$ cat src/rtl/aux_seq_pkg.sv
package aux_seq_pkg;

    // Phase of a conversion frame, decoded from the step counter
    typedef enum logic [1:0] {
        PH_SAMPLE = 2'd0,
        PH_DECIDE = 2'd1,
        PH_LOAD   = 2'd2
    } frame_phase_e;

    // Step 0 samples, steps 1..res_w decide bits, step res_w+1 loads
    function automatic frame_phase_e phase_of(input int step, input int res_w);
        if (step == 0)
            return PH_SAMPLE;
        else if (step > res_w)
            return PH_LOAD;
        else
            return PH_DECIDE;
    endfunction

endpackage

$ cat src/rtl/aux_tick_gen.sv
module aux_tick_gen #(
    parameter int SEL_W = 3
) (
    input  logic             clk,
    input  logic             rst_n,
    input  logic             run_i,
    input  logic [SEL_W-1:0] div_sel_i,
    output logic             tick_o
);
    localparam int CNT_W = (1 << SEL_W) - 1;

    typedef struct packed {
        logic [CNT_W-1:0] cnt;
    } tick_state_t;

    tick_state_t st_d, st_q;
    logic [CNT_W:0]   span;
    logic [CNT_W-1:0] lim;

    always_comb begin
        span   = (CNT_W + 1)'(1) << div_sel_i;
        lim    = CNT_W'(span - 1'b1);
        tick_o = run_i && (st_q.cnt == lim);
        st_d   = st_q;
        if (!run_i || tick_o)
            st_d.cnt = '0;
        else
            st_d.cnt = st_q.cnt + 1'b1;
    end

    always_ff @(posedge clk) begin
        if (!rst_n)
            st_q <= '0;
        else
            st_q <= st_d;
    end

    // the divider count never passes the latched limit while running
    p_cnt_bound_r2: assert property (@(posedge clk) disable iff (!rst_n)
        run_i |-> (st_q.cnt <= lim));

endmodule

$ cat src/rtl/aux_sar_frame.sv
module aux_sar_frame
    import aux_seq_pkg::*;
#(
    parameter int RES_W = 10
) (
    input  logic             clk,
    input  logic             rst_n,
    input  logic             run_i,
    input  logic             tick_i,
    input  logic             cmp_i,
    output logic [RES_W-1:0] trial_o,
    output logic             load_o
);
    localparam int LOAD_STEP = RES_W + 1;
    localparam int STEP_W    = $clog2(LOAD_STEP + 1);

    typedef struct packed {
        logic [STEP_W-1:0] step;
        logic [RES_W-1:0]  trial;
    } frame_state_t;

    frame_state_t st_d, st_q;
    frame_phase_e phase;

    always_comb begin
        phase   = phase_of(int'(st_q.step), RES_W);
        load_o  = tick_i && (phase == PH_LOAD);
        trial_o = st_q.trial;
        st_d    = st_q;
        if (!run_i) begin
            st_d = '0;
        end else if (tick_i) begin
            if (phase == PH_LOAD) begin
                st_d.step  = '0;
                st_d.trial = '0;
            end else begin
                st_d.step = st_q.step + 1'b1;
                for (int b = 0; b < RES_W; b++) begin
                    // decide bit b at step RES_W-b
                    if (int'(st_q.step) == RES_W - b && !cmp_i)
                        st_d.trial[b] = 1'b0;
                    // try bit b at step RES_W-1-b (MSB at the sample step)
                    if (int'(st_q.step) == RES_W - 1 - b)
                        st_d.trial[b] = 1'b1;
                end
            end
        end
    end

    always_ff @(posedge clk) begin
        if (!rst_n)
            st_q <= '0;
        else
            st_q <= st_d;
    end

    // the step counter never runs past the load step
    p_step_range_r4: assert property (@(posedge clk) disable iff (!rst_n)
        int'(st_q.step) <= LOAD_STEP);

    // nothing is driven to the DAC during the sample phase
    p_sample_clear_r4: assert property (@(posedge clk) disable iff (!rst_n)
        (st_q.step == '0) |-> (st_q.trial == '0));

endmodule

$ cat src/rtl/aux_avg_unit.sv
module aux_avg_unit #(
    parameter int RES_W     = 10,
    parameter int MAX_SHIFT = 5
) (
    input  logic                             clk,
    input  logic                             rst_n,
    input  logic                             run_i,
    input  logic                             load_i,
    input  logic [RES_W-1:0]                 code_i,
    input  logic [$clog2(MAX_SHIFT+1)-1:0]   shift_i,
    output logic                             final_o,
    output logic [RES_W-1:0]                 avg_o
);
    localparam int ACC_W    = RES_W + MAX_SHIFT;
    localparam int MAX_CODE = (1 << RES_W) - 1;

    typedef struct packed {
        logic [ACC_W-1:0]     sum;
        logic [MAX_SHIFT-1:0] cnt;
    } acc_state_t;

    acc_state_t           st_d, st_q;
    logic [MAX_SHIFT:0]   n_conv;
    logic [MAX_SHIFT-1:0] last_idx;
    logic [ACC_W-1:0]     sum_next;

    always_comb begin
        n_conv   = (MAX_SHIFT + 1)'(1) << shift_i;
        last_idx = MAX_SHIFT'(n_conv - 1'b1);
        sum_next = st_q.sum + ACC_W'(code_i);
        final_o  = load_i && (st_q.cnt == last_idx);
        avg_o    = RES_W'(sum_next >> shift_i);
        st_d     = st_q;
        if (!run_i || final_o) begin
            st_d = '0;
        end else if (load_i) begin
            st_d.sum = sum_next;
            st_d.cnt = st_q.cnt + 1'b1;
        end
    end

    always_ff @(posedge clk) begin
        if (!rst_n)
            st_q <= '0;
        else
            st_q <= st_d;
    end

    // the running sum is bounded by full scale times conversions summed
    p_acc_bound_r6: assert property (@(posedge clk) disable iff (!rst_n)
        st_q.sum <= ACC_W'(st_q.cnt) * ACC_W'(MAX_CODE));

endmodule

$ cat src/rtl/aux_conv_seq.sv
module aux_conv_seq #(
    parameter int RES_W     = 10,
    parameter int SEL_W     = 3,
    parameter int MAX_SHIFT = 5
) (
    input  logic             clk,
    input  logic             rst_n,
    input  logic             start_i,
    input  logic [SEL_W-1:0] div_sel_i,
    input  logic [SEL_W-1:0] avg_sel_i,
    input  logic             cmp_i,
    output logic [RES_W-1:0] dac_code_o,
    output logic             busy_o,
    output logic             done_o,
    output logic [RES_W-1:0] result_o
);
    localparam int SH_W = $clog2(MAX_SHIFT + 1);

    typedef struct packed {
        logic             busy;
        logic             done;
        logic [SEL_W-1:0] div;
        logic [SH_W-1:0]  shift;
        logic [RES_W-1:0] result;
    } seq_state_t;

    seq_state_t st_d, st_q;
    logic             tick, load, fin;
    logic [RES_W-1:0] avg;

    function automatic logic [SH_W-1:0] sel_to_shift(input logic [SEL_W-1:0] sel);
        if (int'(sel) > MAX_SHIFT)
            return SH_W'(MAX_SHIFT);
        else
            return SH_W'(sel);
    endfunction

    aux_tick_gen #(.SEL_W(SEL_W)) u_tick (
        .clk       (clk),
        .rst_n     (rst_n),
        .run_i     (st_q.busy),
        .div_sel_i (st_q.div),
        .tick_o    (tick)
    );

    aux_sar_frame #(.RES_W(RES_W)) u_frame (
        .clk     (clk),
        .rst_n   (rst_n),
        .run_i   (st_q.busy),
        .tick_i  (tick),
        .cmp_i   (cmp_i),
        .trial_o (dac_code_o),
        .load_o  (load)
    );

    aux_avg_unit #(.RES_W(RES_W), .MAX_SHIFT(MAX_SHIFT)) u_avg (
        .clk     (clk),
        .rst_n   (rst_n),
        .run_i   (st_q.busy),
        .load_i  (load),
        .code_i  (dac_code_o),
        .shift_i (st_q.shift),
        .final_o (fin),
        .avg_o   (avg)
    );

    always_comb begin
        st_d      = st_q;
        st_d.done = 1'b0;
        if (!st_q.busy) begin
            if (start_i) begin
                st_d.busy  = 1'b1;
                st_d.div   = div_sel_i;
                st_d.shift = sel_to_shift(avg_sel_i);
            end
        end else if (fin) begin
            st_d.busy   = 1'b0;
            st_d.done   = 1'b1;
            st_d.result = avg;
        end
    end

    always_ff @(posedge clk) begin
        if (!rst_n)
            st_q <= '0;
        else
            st_q <= st_d;
    end

    assign busy_o   = st_q.busy;
    assign done_o   = st_q.done;
    assign result_o = st_q.result;

    // done lasts a single cycle
    p_done_pulse_r8: assert property (@(posedge clk) disable iff (!rst_n)
        done_o |=> !done_o);

    // busy only drops together with done
    p_busy_fall_r8: assert property (@(posedge clk) disable iff (!rst_n)
        $fell(busy_o) |-> done_o);

    // latched settings stay fixed through a measurement
    p_settings_held_r7: assert property (@(posedge clk) disable iff (!rst_n)
        busy_o |=> (!busy_o || ($stable(st_q.div) && $stable(st_q.shift))));

    // the result register only moves with done
    p_result_hold_r9: assert property (@(posedge clk) disable iff (!rst_n)
        !$stable(result_o) |-> done_o);

endmodule

$ cat config.mk
export PLATFORM = sky130hd
export DESIGN_NAME = aux_conv_seq
export DESIGN_NICKNAME = d
export VERILOG_FILES = /design/src/rtl/aux_seq_pkg.sv /design/src/rtl/aux_tick_gen.sv /design/src/rtl/aux_sar_frame.sv /design/src/rtl/aux_avg_unit.sv /design/src/rtl/aux_conv_seq.sv
export SDC_FILE = /design/constraint.sdc
export NUM_CORES = 1
export LEC_CHECK = 0
export ABC_CLOCK_PERIOD_IN_PS = 2770
export BUFFER_PORTS_ARGS = -buffer_cell sky130_fd_sc_hd__clkbuf_2
export CORE_MARGIN = 2
export CORE_UTILIZATION = 32
export DETAILED_ROUTE_END_ITERATION = 12
export GPL_ROUTABILITY_DRIVEN = 1
export PLACE_DENSITY_LB_ADDON = 0.12
export SLEW_MARGIN = 15
export SYNTH_ARGS = -nofsm -noshare
export SYNTH_HDL_FRONTEND = slang
export SYNTH_SLANG_ARGS = --single-unit
$ cat constraint.sdc
create_clock -name clk -period 2.77 [get_ports clk]
set_clock_uncertainty 0.15 [all_clocks]
set_input_delay 0.4155 -clock clk [delete_from_list [all_inputs] [get_ports clk]]
set_output_delay 0.4155 -clock clk [all_outputs]
set_load 0.01 [all_outputs]
## Yosys cells after proc, flatten, opt, wreduce, memory -nomap -nowiden

Cells that the tools add are included.

| operators by class | value |
|---|---|
| multiplexer cells | 27 |
| reductions and logical operators | 43 |
| order comparisons | 2 |
| shift-type cells | 3 |
| bitwise operators | 2 |
| add/subtract/negate cells | 6 |
| equal/unequal tests | 13 |

Operators by type and width:

| kind | number |
|---|---|
| 3-bit nonzero test | 10 |
| 4-bit == test (second input constant) | 7 |
| 2-bit AND reduction | 13 |
| 1-bit two-way mux | 22 |
| 15-bit by 10-bit adder with 15-bit output | 1 |
| 15-bit by 3-bit right shift with 10-bit output | 1 |
| 14-bit two-way mux | 1 |
| 1-bit logical AND | 13 |
| 4-bit by 3-bit == test with 1-bit output (second input constant) | 2 |
| 7-bit by 1-bit adder with 7-bit output (second input constant) | 1 |
| 7-bit == test | 1 |
| 1-bit by 3-bit << shifter with 7-bit output (first input constant) | 1 |
| 7-bit by 1-bit subtractor with 7-bit output (second input constant) | 1 |
| 2-bit two-way mux | 3 |
| 5-bit by 1-bit adder with 5-bit output (second input constant) | 1 |
| 5-bit == test | 1 |
| 1-bit by 3-bit << shifter with 5-bit output (first input constant) | 1 |
| 5-bit by 1-bit subtractor with 5-bit output (second input constant) | 1 |
| 4-bit by 1-bit adder with 4-bit output (second input constant) | 1 |
| 4-bit by 2-bit == test with 1-bit output (second input constant) | 1 |
| 4-bit > comparator (second input constant) | 1 |
| 4-bit zero test | 1 |
| 2-bit OR reduction | 2 |
| 3-bit > comparator (second input constant) | 1 |
| other kinds (5) | 8 |

| storage, ports and cells | value |
|---|---|
| flip-flop bits (word level) | 59 |
| input port bits | 10 |

## Longest topological paths before layout

Gate-level depths: netlist (run 1).

| logic depth | value |
|---|---|
| depth in word-level cells | 8 |
| gate-level depth with buffers | 14 |
| gate-level depth less buffers | 12 |

## Modules after synthesis

A second synthesis (run 1) with hierarchy kept.

| second synthesis, totals | value |
|---|---|
| cells, all modules | 497 |
| area, all modules | 4276.6 µm² |

By module, submodules not included:

| module | times used | sequential area each (µm²) | area each (µm²) | cells each |
|---|---|---|---|---|
| aux_avg_unit | 1 | 400.4 | 2250.9 | 270 |
| aux_sar_frame | 1 | 280.3 | 832.0 | 91 |
| aux_conv_seq | 1 | 360.3 | 730.7 | 85 |
| aux_tick_gen | 1 | 140.1 | 462.9 | 51 |

## Least setup slack after synthesis (run 1)

OpenSTA, ideal clock, no wires.

| timing | value |
|---|---|
| path type | reg2reg |
| start point | reg u_frame.st_q (netlist bit u_frame.trial_o[0]) |
| end point | reg st_q (netlist bit result_o[7]) |
| stages on the path, launching flop included | 12 |
| slack | -0.105 ns |
| arrival | 2.650 ns |
| period minus slack after synthesis | 2.875 ns |
| path buffers | 0 |
| library setup time | 0.075 ns |
| path through | dfxtp_1 -> ha_1 -> inv_1 -> fa_1 -> and2b_1 -> o2111a_2 -> o31ai_2 -> a211o_1 -> mux2_4 -> a211o_1 -> and3_1 -> o22ai_1 |

| between the ends | value |
|---|---|
| longest elaborated chain between the ends | 2 |

RTL lines:

| item | line | RTL |
|---|---|---|
| from (decl) | aux_sar_frame.sv:22 | `frame_state_t st_d, st_q;` |
| from (signal assigned) | aux_sar_frame.sv:54 | `st_q <= st_d;` |
| 15-bit by 10-bit adder with 15-bit output | aux_avg_unit.sv:30 | `sum_next = st_q.sum + ACC_W'(code_i);` |
| 15-bit by 3-bit right shift with 10-bit output | aux_avg_unit.sv:32 | `avg_o = RES_W'(sum_next >> shift_i);` |
| to (signal assigned) | aux_conv_seq.sv:87 | `st_q <= st_d;` |
| to (decl) | aux_conv_seq.sv:27 | `seq_state_t st_d, st_q;` |

No other way between the ends.
A chain may end at the register's enable or synchronous reset.

## Worst setup path after layout (run 1)

| timing | value |
|---|---|
| start point | reg u_avg.st_q[5] (netlist name) |
| end point | reg st_q (netlist bit result_o[5]) |

| between the ends | value |
|---|---|
| longest elaborated chain between the ends | 2 |

RTL lines:

| item | line | RTL |
|---|---|---|
| from (decl) | aux_avg_unit.sv:22 | `acc_state_t st_d, st_q;` |
| from (signal assigned) | aux_avg_unit.sv:46 | `st_q <= st_d;` |
| 15-bit by 10-bit adder with 15-bit output | aux_avg_unit.sv:30 |  |
| 15-bit by 3-bit right shift with 10-bit output | aux_avg_unit.sv:32 |  |

No other way between the ends.

==> results of run 1 <==
==> logic make-up after synthesis <==
| group | share of synthesized area [%] |
|---|---|
| AOI/OAI and AO/OA | 20.84 |
| muxes | 4.875 |
| xor gates and xnor gates | 8.094 |
| DFF | 29.50 |
| and+or+nand+nor | 22.38 |
| adders and majority gates | 6.125 |
| buffers and inverters | 8.187 |
==> critical path, stage by stage (launching register included) <==
cell	delay [ns]
dfxtp_2	0.33
ha_4	0.16
inv_2	0.05
fa_2	0.19
and2b_1	0.19
o2111a_2	0.28
o31a_1	0.30
xor2_2	0.18
mux4_2	0.50
and2_4	0.15
mux2i_1	0.12
o22ai_1	0.09
==> area by class of cell <==
class,instances,area share [%]
clock buffers,11,4.526
clock inverters,5,0.9799
inverters,17,1.237
multi-input cells,387,52.47
flip-flops and latches,59,22.10
well taps,168,3.920
repair buffers,104,14.77
==> state kept, by name, summed over array words and instances (netlist names) <==
name             count
st_q                 6
busy_o               1
done_o               1
result_o            10
u_tick.st_q          7
u_avg.st_q          20
u_frame.trial_o     10
u_frame.st_q         4
==> synthesized netlist by cell type (5+ instances only) <==
library cell	number	area [um2]
nand2_1	66	247.7
dfxtp_1	59	1181
nor2_1	53	198.9
a21oi_1	49	245.2
o21ai_0	21	105.1
buf_4	20	150.1
xnor2_1	20	175.2
ha_1	18	225.2
xor2_1	17	148.9
inv_1	16	60.06
o211ai_1	14	105.1
buf_2	13	65.06
clkbuf_1	11	41.29
nor3_1	11	55.05
mux2i_1	9	90.09
nand3_1	9	45.04
a211oi_1	7	52.55
and3_1	6	37.54
nor2b_1	5	31.28
nor3b_1	5	37.54
==> worst min path at each step <==
| stage | from | to | slack, ns | cells after the start |
|---|---|---|---|---|
| 2_1_floorplan | u_avg.st_q[12] | u_avg.st_q[12] | 0.29 | 2 |
| 3_3_place_gp | u_avg.st_q[14] | u_avg.st_q[14] | 0.29 | 2 |
| 3_5_place_dp | u_avg.st_q[12] | u_avg.st_q[12] | 0.30 | 2 |
| 4_1_cts | div_sel_i[2] | st_q[15] | 0.15 | 3 |
| 5_1_grt | div_sel_i[0] | st_q[13] | 0.17 | 3 |
| 6_report | div_sel_i[0] | st_q[13] | 0.16 | 3 |
==> what timing repair did <==
action                     in CTS  in global routing
setup endpoints to repair      43                 49
gates cloned                    1                  2
buffers inserted                4                  7
gates resized for setup        14                 66
pin swaps                       9                 22
==> per-stage QoR <==
stage | util (%) | TNS [ns] | hold WS, ns | worst slack [ns]
after floorplan | - | -0.0008202 | 0.2856 | -0.0008202
after global placement | 38.41 | -1.474 | 0.2930 | -0.07927
after detailed placement | 38.41 | -2.161 | 0.3001 | -0.1264
after CTS | 41.75 | -0.05321 | 0.1455 | -0.01783
after global routing | 44.28 | -3.238 | 0.1661 | -0.1644
final | 44.28 | -0.03925 | 0.1554 | -0.02511
==> power groups by stage <==
| stage | Clock (mW) | Sequential, mW | Combinational [mW] |
|---|---|---|---|
| finish | 1.11 | 0.875 | 0.362 |
| global route | 1.19 | 0.876 | 0.399 |
| CTS | 1.15 | 0.873 | 0.305 |
| detailed placement | 0 | 0.891 | 0.290 |
| global placement | 0 | 0.891 | 0.288 |
| floorplan | 0 | 0.889 | 0.186 |
==> per-layer routing <==
metal | global-route usage (%) | up-vias | wire, um | share of wire [%]
met5 | 0 | - | 0 | 0
met4 | 6.190 | 0 | 185 | 1.7
met3 | 2.929 | 15 | 364 | 3.3
met2 | 25.54 | 63 | 4897 | 44
met1 | 25.09 | 1723 | 5675 | 51
li1 | - | 1915 | - | -
==> reports/metrics.csv, run 1 <==
stage,metric,value,unit
floorplan,io_pins,32,
synthesis,synth_area,0.004004,mm2
clocking,cts_hold_buffers,0,
placement,port_buffers,31,
worst_setup_path,cp.required,2.84,ns
synthesis,ys_seq_elements,59,
worst_setup_path,crit_path_end_kind,flip-flop,
worst_setup_path,arrival,2.86,ns
power_and_ir_drop,p_int,1.746,mW
power_and_ir_drop,p_clk_share,47.3,%
outcome,failed_checks,negative setup slack,
sta,finalHoldViolations,0,
grt,grt_usage,17.24,%
power_and_ir_drop,ir_worst_vdd,0.2044,mV
worst_setup_path,crit_type,reg2reg,
synthesis,synth_top_flop_cell,dfxtp_1,
worst_setup_path,r2r_cells,11,
clocking,clock-sinks,59,
final_layout,final_area,0.005363,mm2
floorplan,die_w,115.9,um
final_layout,seq_area,0.001185,mm2
synthesis,synth-edff-count,0,
placement,gp_congestion,0.8200,
sta,fmax,357.8,MHz
power_and_ir_drop,comb_power_share,15.4,%
clocking,cts.htree.levels,3,
grt,grt_first_pass_wirelength,18.15,mm
clocking,clockBufferDepth,2,
synthesis,async_reset_ff_share,0,%
worst_setup_path,crit_start,u_avg.st_q[5],
synthesis,synth_fp_nets,538,
power_and_ir_drop,p_sw_share,25.64,%
synthesis,syn_inst,509,
sta,grt_setup_unrepaired,true,
placement,place_hpwl,8.129,mm
clocking,clk_pin_slew,0.05,ns
sta,layout_setup_ws,-0.02511,ns
floorplan,rows,40,
grt,grt_max_degree,20,
route,drt_wl_total,11.12,mm
worst_setup_path,reg2reg_setup_slack,-0.03,ns
route,vias,3716,
sta,worstMarginPinSlew,0.5180,ns
synthesis,yosys_warnings,0,
synthesis,yosysSeqAreaShare,29.50,%
power_and_ir_drop,power.leakage,2.129,nW
placement,numPlacedInstances,723,
final_layout,final_cell_mix,"63 x nand2_1, 62 x buf_4, 56 x dfxtp_1",
final_layout,drive_gt1_share,33.96,%
worst_setup_path,start_kind,flip-flop,
clocking,cts_root_buffer,clkbuf_16,
power_and_ir_drop,p_per_area,438.0,mW/mm2
power_and_ir_drop,seqPwrFrac,37.2,%
synthesis,yosys.cell_types.count,65,
outcome,run_status,"finished, violations left",
route,vias_per_cell,4.948,
floorplan,die_area,0.01342,mm2
synthesis,syn_area_per_cell,7.866,um2
sta,setup_viol,3,
worst_setup_path,r2r_start,u_avg.st_q[5],
grt,antenna_found_initial,0,
job,cap_viol_max_count,0,
final_layout,n_antenna_cell,0,
final_layout,nets,607,
final_layout,final_common_cell,nand2_1,
worst_setup_path,crit_fanout,4,
clocking,cts_tree,done,
floorplan,start_util,33.06,%
final_layout,fillers,1237,
sta,period_share,100.9,%
worst_setup_path,r2r-end,result_o[5],
final_layout,area_growth_syn_to_layout,33.94,%
route,final_antenna_net_count,0,
sta,drv_slew,0,
route,wl_per_cell,14.81,um
worst_setup_path,crit_end,result_o[5],
grt,gr-total-overflow,0,
hold_path,hold_class,in2reg,
grt,grt_pass1_vias,3545,
sta,relSlewSlack,65.42,%
route,drc,0,
sta,layout_min_cycle_time,2.795,ns
final_layout,finalNonFillerCells,751,
power_and_ir_drop,power,2.349,mW
clocking,clkLatencyLatePin,0.34,ns
floorplan,core-area,0.01211,mm2
final_layout,multiInputGateArea,0.002814,mm2
placement,post_dp_cell_area,0.004652,mm2
floorplan,die_h,115.9,um
route,drt_iter0_markers,199,
route,dr.pass1.iters,5,
power_and_ir_drop,switching_power,0.6021,mW
clocking,numCtsBuffers,9,
Power figures use the tool's default switching activity.
==> run 2, diff against run 1 <==
Settings changed: SKIP_LAST_GASP from default to 1.
==> reports/metrics.csv, run 2 (synthesis gave the netlist of run 1 again) <==
stage,metric,value,unit
worst_setup_path,start_kind,flip-flop,
final_layout,largest-register,u_avg.st_q,
worst_setup_path,crit_type,reg2reg,
placement,gp_congestion,0.8200,
power_and_ir_drop,p_int,1.747,mW
worst_setup_path,crit_start,u_avg.st_q[5],
clocking,numCtsBuffers,9,
route,dr.pass1.iters,4,
final_layout,multiInputGateArea,0.002760,mm2
power_and_ir_drop,comb_power_share,15.4,%
power_and_ir_drop,switching_power,0.5989,mW
hold_path,min_path_cells,3,
sta,drv_slew,0,
clocking,cts_tree,done,
final_layout,fin_util,43.69,%
floorplan,io_pins,32,
job,cap_viol_max_count,0,
clocking,clock-sinks,59,
grt,grt_first_pass_wirelength,18.13,mm
route,wl_per_cell,14.67,um
clocking,clk_pin_slew,0.05,ns
route,vias_per_cell,4.935,
placement,place_hpwl,8.129,mm
clocking,cts_hold_buffers,0,
floorplan,start_util,33.06,%
floorplan,rows,40,
sta,layout_setup_ws,-0.02136,ns
placement,pre_cts_slack,-0.1264,ns
grt,gr-total-overflow,0,
outcome,failed_checks,negative setup slack,
floorplan,die_area,0.01342,mm2
placement,port_buffers,31,
worst_setup_path,r2r_cells,11,
worst_setup_path,arrival,2.86,ns
sta,grt_setup_unrepaired,true,
floorplan,die_w,115.9,um
sta,finalHoldViolations,0,
grt,antenna_found_initial,0,
sta,relSlewSlack,64.69,%
floorplan,die_h,115.9,um
final_layout,largest_register_ffs,20,
worst_setup_path,crit_end,result_o[5],
worst_setup_path,crit_path_end_kind,flip-flop,
worst_setup_path,cp.required,2.84,ns
power_and_ir_drop,power,2.346,mW
clocking,clockBufferDepth,2,
sta,setup_tns,-0.03622,ns
final_layout,area_growth_syn_to_layout,32.16,%
hold_path,hold_class,in2reg,
route,vias,3701,
route,drt_wl_total,11.00,mm
final_layout,final_common_cell,nand2_1,
outcome,run_status,"finished, violations left",
placement,numPlacedInstances,723,
final_layout,fillers,1243,
clocking,cts_root_buffer,clkbuf_16,
clocking,cts.htree.levels,3,
power_and_ir_drop,power.leakage,2.119,nW
sta,layout_min_cycle_time,2.791,ns
worst_setup_path,r2r-end,result_o[5],
power_and_ir_drop,p_clk_share,47.4,%
floorplan,core-area,0.01211,mm2
route,final_antenna_net_count,0,
power_and_ir_drop,ir_worst_vdd,0.2047,mV
route,drc,0,
worst_setup_path,r2r_start,u_avg.st_q[5],
power_and_ir_drop,seqPwrFrac,37.3,%
power_and_ir_drop,p_sw_share,25.53,%
final_layout,nets,606,
worst_setup_path,reg2reg_setup_slack,-0.02,ns
final_layout,drive_gt1_share,30.76,%
grt,grt_pass1_vias,3547,
sta,fmax,358.2,MHz
final_layout,finalNonFillerCells,750,
route,drt_iter0_markers,192,
final_layout,final_cell_mix,"63 x nand2_1, 60 x buf_4, 56 x dfxtp_1",
power_and_ir_drop,p_per_area,443.3,mW/mm2
final_layout,n_antenna_cell,0,
sta,setup_viol,4,
sta,worstMarginPinSlew,0.5289,ns
sta,period_share,100.8,%
grt,grt_usage,17.22,%
clocking,clkLatencyLatePin,0.34,ns
final_layout,seq_area,0.001185,mm2
grt,grt_max_degree,20,
worst_setup_path,crit_fanout,4,
[run 2: timing repair]
action / 4_1_cts / 5_1_grt
setup buffers: 4 / 8
gates resized for setup: 11 / 55
cloned: 1 / 1
pin swaps: 9 / 20
endpoints found under the setup margin: 43 / 50
[run 2: how the worst min path moves through the flow]
stage              startpoint        endpoint  slack (ns)
2_1_floorplan  u_avg.st_q[12]  u_avg.st_q[12]        0.29
3_3_place_gp   u_avg.st_q[14]  u_avg.st_q[14]        0.29
3_5_place_dp   u_avg.st_q[12]  u_avg.st_q[12]        0.30
4_1_cts          div_sel_i[2]        st_q[15]        0.15
5_1_grt          div_sel_i[0]        st_q[13]        0.17
6_report         div_sel_i[0]        st_q[13]        0.15
[run 2: final cells by class]
cell class | instances | area share [%]
Clock inverter | 5 | 0.9931
Sequential cell | 59 | 22.39
Timing Repair Buffer | 103 | 14.64
Inverter | 17 | 1.253
Tap cell | 168 | 3.973
Multi-Input combinational cell | 387 | 52.16
Clock buffer | 11 | 4.587
[run 2: worst max-delay path: stages, from the launching register on]
cell and delay [ns]:
dfxtp_2 0.33, ha_4 0.16, inv_2 0.05, fa_2 0.19, and2b_1 0.19, o2111a_2 0.28, o31a_1 0.30, xor2_2 0.18
mux4_2 0.49, and2_0 0.15, mux2i_1 0.12, o22ai_1 0.09
[run 2: stage by stage]
step | hold WS [ns] | instance area [um2]
final | 0.1510 | 5291
after global routing | 0.1661 | 5291
after CTS | 0.1455 | 5041
after detailed placement | 0.3001 | 4652
after global placement | 0.2930 | 4652
after floorplan | 0.2856 | 4085
[run 2: routing by layer]
metal  up-vias  track usage, %  wire length [um]
met3        12           2.929               341
met4         0           6.190               159
met1      1717           25.06              5703
met5         -               0                 0
met2        56           25.54              4798
li1       1916               -                 -
[run 2: power groups by stage]
| stage | Sequential, mW | Combinational, mW | Clock (mW) |
|---|---|---|---|
| finish | 0.875 | 0.360 | 1.11 |
| floorplan | 0.889 | 0.186 | 0 |
| global placement | 0.891 | 0.288 | 0 |
| global route | 0.875 | 0.397 | 1.19 |
| detailed placement | 0.891 | 0.290 | 0 |
| CTS | 0.873 | 0.302 | 1.15 |
